--- config.mk ---
export PLATFORM = sky130hd
export DESIGN_NAME = qual_trigger
export DESIGN_NICKNAME = d
export VERILOG_FILES = /design/src/rtl/trig_pkg.sv /design/src/rtl/trig_cmp.sv /design/src/rtl/trig_fsm.sv /design/src/rtl/qual_trigger.sv
export SDC_FILE = /design/constraint.sdc
export NUM_CORES = 1
export LEC_CHECK = 0
export CORE_MARGIN = 3
export CORE_UTILIZATION = 23
export DETAILED_ROUTE_END_ITERATION = 6
export DONT_BUFFER_PORTS = 1
export PLACE_DENSITY = 0.46
export REMOVE_ABC_BUFFERS = 1
export SYNTH_ARGS = -nofsm -noshare
export SYNTH_HDL_FRONTEND = slang
export SYNTH_SLANG_ARGS = --single-unit
--- constraint.sdc ---
create_clock -name clk -period 2.47 [get_ports clk]
set_input_delay 0.1235 -clock clk [delete_from_list [all_inputs] [get_ports clk]]
set_output_delay 0.1235 -clock clk [all_outputs]
set_load 0.02 [all_outputs]
--- src/rtl/trig_pkg.sv ---
package trig_pkg;
    typedef enum logic [1:0] {
        MAG_GT = 2'd0,
        MAG_LT = 2'd1,
        MAG_GE = 2'd2,
        MAG_LE = 2'd3
    } mag_mode_e;

    typedef enum logic [1:0] {
        ST_IDLE  = 2'd0,
        ST_ARMED = 2'd1,
        ST_QUAL  = 2'd2,
        ST_TRIG  = 2'd3
    } trig_state_e;
endpackage

--- src/rtl/trig_cmp.sv ---
module trig_cmp
    import trig_pkg::*;
#(
    parameter int FIELD_W = 12
) (
    input  logic [FIELD_W-1:0] mag_field,
    input  logic [FIELD_W-1:0] mag_ref,
    input  logic [1:0]         mag_mode,
    input  logic [FIELD_W-1:0] eq_field,
    input  logic [FIELD_W-1:0] eq_ref,
    input  logic [FIELD_W-1:0] eq_mask,
    output logic               mag_hit,
    output logic               eq_hit
);
    logic [FIELD_W-1:0] bit_ok;

    // per-bit match, masked bits always match
    for (genvar i = 0; i < FIELD_W; i++) begin : g_bit
        assign bit_ok[i] = eq_mask[i] | (eq_field[i] ~^ eq_ref[i]);
    end
    assign eq_hit = &bit_ok;

    // unsigned magnitude compare, selected by mode
    always_comb begin
        unique case (mag_mode_e'(mag_mode))
            MAG_GT:  mag_hit = mag_field >  mag_ref;
            MAG_LT:  mag_hit = mag_field <  mag_ref;
            MAG_GE:  mag_hit = mag_field >= mag_ref;
            MAG_LE:  mag_hit = mag_field <= mag_ref;
            default: mag_hit = 1'b0;
        endcase
    end
endmodule

--- src/rtl/trig_fsm.sv ---
module trig_fsm
    import trig_pkg::*;
#(
    parameter int CNT_W = 16
) (
    input  logic             clk,
    input  logic             rst_n,
    input  logic             cond,
    input  logic             arm,
    input  logic             clear,
    input  logic [CNT_W-1:0] qual_len,
    output logic             trig_pulse,
    output logic             triggered,
    output logic             armed
);
    typedef struct packed {
        trig_state_e      state;
        logic [CNT_W-1:0] cnt;
        logic             pulse;
    } fsm_t;

    fsm_t r_d, r_q;

    always_comb begin
        r_d       = r_q;
        r_d.pulse = 1'b0;
        if (clear) begin
            r_d.state = ST_IDLE;
            r_d.cnt   = '0;
        end else begin
            unique case (r_q.state)
                ST_IDLE: begin
                    if (arm) r_d.state = ST_ARMED;
                end
                ST_ARMED: begin
                    if (cond) begin
                        if (qual_len == '0) begin
                            r_d.state = ST_TRIG;
                            r_d.pulse = 1'b1;
                        end else begin
                            r_d.state = ST_QUAL;
                            r_d.cnt   = CNT_W'(1);
                        end
                    end
                end
                ST_QUAL: begin
                    if (!cond) begin
                        r_d.state = ST_ARMED;
                        r_d.cnt   = '0;
                    end else if (r_q.cnt >= qual_len) begin
                        r_d.state = ST_TRIG;
                        r_d.pulse = 1'b1;
                        r_d.cnt   = '0;
                    end else begin
                        r_d.cnt = r_q.cnt + CNT_W'(1);
                    end
                end
                ST_TRIG: ;
                default: r_d.state = ST_IDLE;
            endcase
        end
    end

    always_ff @(posedge clk) begin
        if (!rst_n) begin
            r_q.state <= ST_IDLE;
            r_q.cnt   <= '0;
            r_q.pulse <= 1'b0;
        end else begin
            r_q <= r_d;
        end
    end

    assign trig_pulse = r_q.pulse;
    assign triggered  = (r_q.state == ST_TRIG);
    assign armed      = (r_q.state == ST_ARMED) || (r_q.state == ST_QUAL);

    // pulse never lasts two cycles
    a_r8_single_pulse: assert property (@(posedge clk) disable iff (!rst_n)
        trig_pulse |=> !trig_pulse);
    // pulse only alongside the held status
    a_r9_pulse_with_status: assert property (@(posedge clk) disable iff (!rst_n)
        trig_pulse |-> triggered);
    // status holds until clear
    a_r9_hold: assert property (@(posedge clk) disable iff (!rst_n)
        (triggered && !clear) |=> triggered);
    // clear returns to idle
    a_r10_clear_idle: assert property (@(posedge clk) disable iff (!rst_n)
        clear |=> (!triggered && !armed && !trig_pulse));
    // idle without arm stays idle
    a_r11_idle_stays: assert property (@(posedge clk) disable iff (!rst_n)
        (!armed && !triggered && !arm) |=> (!armed && !triggered));
    // a false sample while qualifying never fires
    a_r6_false_no_fire: assert property (@(posedge clk) disable iff (!rst_n)
        (armed && !cond) |=> !trig_pulse);
endmodule

--- src/rtl/qual_trigger.sv ---
module qual_trigger #(
    parameter int SAMPLE_W = 24,
    parameter int CNT_W    = 16,
    localparam int HALF_W  = SAMPLE_W / 2
) (
    input  logic                clk,
    input  logic                rst_n,
    input  logic [SAMPLE_W-1:0] sample,
    input  logic [HALF_W-1:0]   mag_ref,
    input  logic [1:0]          mag_mode,
    input  logic [HALF_W-1:0]   eq_ref,
    input  logic [HALF_W-1:0]   eq_mask,
    input  logic [CNT_W-1:0]    qual_len,
    input  logic                arm,
    input  logic                clear,
    output logic                trig_pulse,
    output logic                triggered,
    output logic                armed
);
    logic mag_hit, eq_hit;

    trig_cmp #(.FIELD_W(HALF_W)) u_cmp (
        .mag_field (sample[SAMPLE_W-1:HALF_W]),
        .mag_ref   (mag_ref),
        .mag_mode  (mag_mode),
        .eq_field  (sample[HALF_W-1:0]),
        .eq_ref    (eq_ref),
        .eq_mask   (eq_mask),
        .mag_hit   (mag_hit),
        .eq_hit    (eq_hit)
    );

    trig_fsm #(.CNT_W(CNT_W)) u_fsm (
        .clk        (clk),
        .rst_n      (rst_n),
        .cond       (mag_hit & eq_hit),
        .arm        (arm),
        .clear      (clear),
        .qual_len   (qual_len),
        .trig_pulse (trig_pulse),
        .triggered  (triggered),
        .armed      (armed)
    );
endmodule

* After elaboration in Yosys (flattened, before gate mapping)
Cells that the tools add are included.
** Cells by class
- Equal/unequal tests :: 10
- Add/sub/neg operators :: 1
- Muxes and demuxes :: 13
- Order comparisons :: 5
- Reductions and logical operators :: 10
- Bitwise logic cells :: 26
** Operator list (number)
- 17-bit one-hot mux with 2 select lines :: 1
- 16-bit 2-to-1 mux :: 2
- 19-bit 2-to-1 mux :: 1
- 18-bit 2-to-1 mux :: 1
- 16-bit by 1-bit adder with 16-bit output, second input constant :: 1
- 16-bit >= comparator :: 1
- 16-bit logical NOT :: 1
- 12-bit >= comparator :: 1
- 12-bit > comparator :: 1
- 12-bit <= comparator :: 1
- 12-bit < comparator :: 1
- 1-bit bitwise OR :: 12
- 12-bit AND reduction :: 1
- 1-bit XNOR :: 12
- 2-bit == test, second input constant :: 4
- 2-bit one-hot mux with 3 select lines :: 1
- 2-bit by 1-bit == test with 1-bit output, second input constant :: 2
- 2-bit logical NOT :: 2
- 1-bit 2-to-1 mux :: 4
- 2-bit 2-to-1 mux :: 2
- 2-bit != test, second input constant :: 2
- 1-bit one-hot mux with 4 select lines :: 1
- 4-bit AND reduction :: 1
- 3-bit != test, second input constant :: 1
- 8 further kinds :: 8
** Word-level totals
- Output and inout bits :: 3
- Register bits :: 19

* Logic depth before layout (Yosys ltp)
- Word-level depth :: 6
- Gate-level depth with buffers :: 11
- Gate-level depth less buffers :: 9

* Modules after synthesis
From an unflattened synthesis, not the netlist that was laid out.
** Second synthesis, totals
- Cells, all modules :: 265
- Area total of the unflattened synthesis :: 2115.8 um^2
** By module, submodules not included
- trig_fsm :: cells each 199, times used 1, area each 1630.3 um^2
- trig_cmp :: cells each 65, times used 1, area each 479.2 um^2
- qual_trigger :: cells each 1, times used 1, area each 6.3 um^2

* Worst setup path before layout
Ideal clock, no wire load.
- Path kind :: input -> register
- From :: input mag_ref[3]
- To :: register u_fsm.r_q[4] (netlist name)
- Setup slack :: 106 ps
- Stages :: 11
- Required time :: 2324 ps
- Arrival time :: 2218 ps
- Path through :: inv_1 > ha_1 > a21oi_1 > o211ai_1 > a221oi_1 > o221ai_2 > and2_1 > buf_2 > a211oi_1 > buf_4 > a211oi_1
** On the way
- Word-level cells in the longest chain between the ends :: 5
** RTL lines
- start: declaration :: line qual_trigger.sv:9 : input logic [HALF_W-1:0] mag_ref,
- 12-bit <= comparator (tied with other cells) :: line trig_cmp.sv:29 : MAG_LE: mag_hit = mag_field <= mag_ref;
- 1-bit one-hot mux with 4 select lines (*) :: line trig_cmp.sv:25 : unique case (mag_mode_e'(mag_mode))
- 1-bit AND (*) :: line qual_trigger.sv:36 : .cond (mag_hit & eq_hit),
- 18-bit 2-to-1 mux / 2-bit by 1-bit != test with 1-bit output (equally long branches)
- 17-bit one-hot mux with 2 select lines / 3-bit AND reduction (equally long branches)
- end signal: assignment :: line trig_fsm.sv:70 : r_q <= r_d;
- end: declaration :: line trig_fsm.sv:22 : fsm_t r_d, r_q;
Every way passes the cells marked *; elsewhere a longest branch is shown, timed or not.
A chain may end at the register's enable or synchronous reset.

* Final worst setup path
- From :: register u_fsm.r_q[18] (netlist name)
- To :: register u_fsm.r_q[16] (netlist name)
** On the way
- Word-level cells in the longest chain between the ends :: 3
** RTL lines
- 2-bit by 1-bit == test with 1-bit output / 2-bit == test (equally long branches) :: line trig_fsm.sv:31 : unique case (r_q.state)
- 2-bit by 1-bit != test with 1-bit output (no line) (tied with other cells)
- 3-bit AND reduction (no line)
Several ways; a longest one is shown, not always the timed one.

==> summary.txt <==
Timing
  • Crit path time final: ~2.2 ns
  • WHS: 0.134 ns
  • Clock skew: 0.00434 ns
  • RSZ-0062 raised after global routing: no
  • Final setup TNS: 0 ns
  • Setup ws final: 0.228 ns
  • Final hold vios: 0
  • Slew headroom: 0.465
  • Final period util: 0.908
  • Worst Max-Slew Pin Slew: approximately 0.8 ns
  • Setup violators final: 0
  • Max Clock Freq: 446 MHz
  • Max-slew violation count: 0

Critical path
  • Crit start category: flop
  • CP Cell Sequence: inv_1, ha_1, nor4b_1, nor2b_1, nand3_1, buf_12, or4_1, a211oi_1
  • Crit-path slowest cell: or4_1
  • Kind of end point of the critical path: flop
  • Reg-to-reg setup timing slack: 0.23 ns
  • Worst EP arrival: 2.40 ns
  • Crit path from: u_fsm.r_q[18]
  • Crit Path Category: flop to flop
  • Worst R2R Path Depth: 8
  • Critical Path Sink: u_fsm.r_q[16]
  • Worst R2R Start: u_fsm.r_q[18]
  • Largest stage delay on the critical path: between 0.4 and 0.5 ns
  • Crit path max-delay family: simple AND/OR/NAND/NOR gates
  • Crit-path max FO: 14
  • Critical path depth in cells: 8
  • R2R Path End: u_fsm.r_q[16]
  • WP buf/inv: 2
  • Critical path required time: around 2.6 ns

Die
  • Core area: 8760 µm²
  • Num ports: 85
  • Die X: 101 µm
  • Initial Utilization: 0.239
  • Die Height: between 100 and 150 µm
  • Die Area: ~10,000 µm²
  • # rows: 34

GRT
  • GRT Total Usage: 0.106
  • Global-route wire length before repair: 8860 µm
  • Largest net degree at the start of global routing: 19
  • GRT overflow: 0
  • Antenna violations before repair: 0
  • Vias in the first global route: 1,892

Clock network
  • Num CTS Buffers: 3
  • Htree depth: 1
  • Maximum clock path buffer count: 2
  • Setup Buffers After CTS: 0
  • Clk sinks: 19
  • Later-pin clock latency in the skew report: 0.26 ns
  • CTS hold repair buffers: 0
  • CTS tree: built
  • Root Driver: clkbuf_8
  • CTS clk-pin slew, worst paths: 0.08 ns

Synthesis
  • Post-synth EDFFs: 0
  • Adder-Cell Fraction of Synth Area: 0.197
  • Synth warn: 0
  • Synthesized cell area: approximately 2100 µm²
  • Proportion of synthesized area in mux cells: 0.00478
  • Post-synthesis compound-gate area fraction: 0.274
  • Register bit count reported by yosys: 19
  • Top_reg_cell synth: dfxtp_1
  • Largest family of logic cells by synthesized area: compound AO/OA/AOI/OAI gates
  • Cells after synthesis: 254
  • Synth area leaders: ha_1 20%, dfxtp_1 18%, inv_1 5.7%
  • Synth Area in XOR/XNOR: 0.0502
  • Synth unique cells: 46
  • Synth async-reset ratio: 0
  • Mean post-synth cell area: ~8 µm²
  • Sequential fraction of the synthesis area: 0.182
  • Synth Area in Simple Gates: 0.213
  • Top cell type by total area after synthesis: ha_1
  • Synth top area share: 0.197

Routing
  • Vias: 1,869
  • Post-DR wirelength/cell: 14.7 µm
  • Vias/cell: 5.04
  • Post-route ant nets: 0
  • DRC violations left: 0
  • Pre-antenna DRT Iters: 4
  • Final WL: 5460 µm
  • DR iter-0 viols: 69

Cells and area
  • Layout cells sized above 1: 0.141
  • Ant diodes: 0
  • Finished Core Util: 0.272
  • Synthesis-to-layout area growth: 13.9%
  • Fin nets: 379

Placed design
  • Gp weighted congestion: 0.736
  • Pre-CTS setup slack: between 0.03 and 0.04 ns
  • # port buffers: 0
  • Hpwl dp: 4630 µm

Run
  • Max Cap Viol: 0

Status
  • Status: finished clean

Power and ir drop
  • Power Density: a little under 300 nW/µm²
  • Static Leak: between 0.9 and 1 nW
  • Peak supply drop: 0.000195 V

Worst hold path
  • Worst min path class: input pin to flop
synthesized netlist by cell type (all sizes together), types with 2 or more instances:
cell type / number
nand2b: 3
buf: 5
nor2: 6
xnor2: 12
a211o: 2
o21a: 2
or4: 14
a31o: 2
a21oi: 11
clkbuf: 3
and2: 3
inv: 32
o21ai: 6
ha: 33
nand2: 19
nor2b: 3
o2111ai: 2
nor4: 4
a21o: 3
o22ai: 6
o211ai: 2
nand3: 10
o31ai: 13
nor3: 2
nand4: 3
and3: 4
o221ai: 2
dfxtp: 19
a211oi: 17
per-layer routing:
layer | track usage | wire length [µm] | share of wire | up-vias
met3 | 0.0172 | 182 | 0.033 | 2
met2 | 0.195 | 2850 | 0.52 | 28
met1 | 0.130 | 2380 | 0.44 | 863
li1 | - | - | - | 976
met5 | 0 | 0 | 0 | -
met4 | 0.0215 | 47 | 0.0086 | 0
timing repair:
action | 4_1_cts | 5_1_grt
endpoints found under the setup margin | 0 | 3
endpoints found under the hold margin | 0 | 0
gates resized for setup | 0 | 1
cell families (layout without fill, tap and decap cells):
kind of cell    count (synthesis)  in the layout
fa+ha+maj                      33             33
mux                             1              1
simple gates                   76             76
buf+inv                        40             49
xor+xnor                       12             12
compound gates                 73             73
flops                          19             19
worst min path at each step:
| stage | startpoint | endpoint | slack (ns) | cells after the start |
|---|---|---|---|---|
| 2_1_floorplan | clear | u_fsm.r_q[1] | 0.35 | 3 |
| 3_3_place_gp | clear | u_fsm.r_q[17] | 0.40 | 2 |
| 3_5_place_dp | clear | u_fsm.r_q[17] | 0.40 | 2 |
| 4_1_cts | clear | u_fsm.r_q[17] | 0.12 | 2 |
| 5_1_grt | clear | u_fsm.r_q[17] | 0.14 | 2 |
| 6_report | clear | u_fsm.r_q[17] | 0.13 | 2 |
report_power, final:
| part | switching [W] | internal [W] | total (W) |
|---|---|---|---|
| Combinational | 0.0000924 | 0.0000791 | 0.000172 |
| Sequential | 0.00000132 | 0.000307 | 0.000308 |
| Clock | 0.000112 | 0.000112 | 0.000224 |
registers in the layout, indices dropped and copies added, names as in the netlist:
name,count
u_fsm.r_q,18
u_fsm.trig_pulse,1
cells in the final DEF, fill, tap and decap left out, types with 9 or more instances in the layout:
| master | count |
|---|---|
| nand2_1 | 19 |
| dfxtp_1 | 19 |
| o31ai_1 | 13 |
| a211oi_2 | 9 |
| buf_4 | 9 |
| ha_1 | 33 |
| a21oi_1 | 11 |
| or4_1 | 14 |
| nand3_1 | 10 |
| xnor2_1 | 12 |
| inv_1 | 32 |
metrics by stage:
stage	power [W]	area (µm²)	cells
detailed placement	0.000488	2340	367
finish	0.000704	2380	371
CTS	0.000714	2380	371
global route	0.000744	2380	371
global placement	0.000487	2340	367
floorplan	0.000439	2050	246
final cells by class:
cell class / count / area [µm²]
clock buffers: 3 / 41.3
repair buffers: 13 / 148
inverters: 32 / 120
multi-input cells: 195 / 1560
flip-flops and latches: 19 / 380
fillers: 945 / 6380
well taps: 108 / 135
clock inverters: 1 / 5.00
No activity file was read; power rests on OpenSTA's default activity.
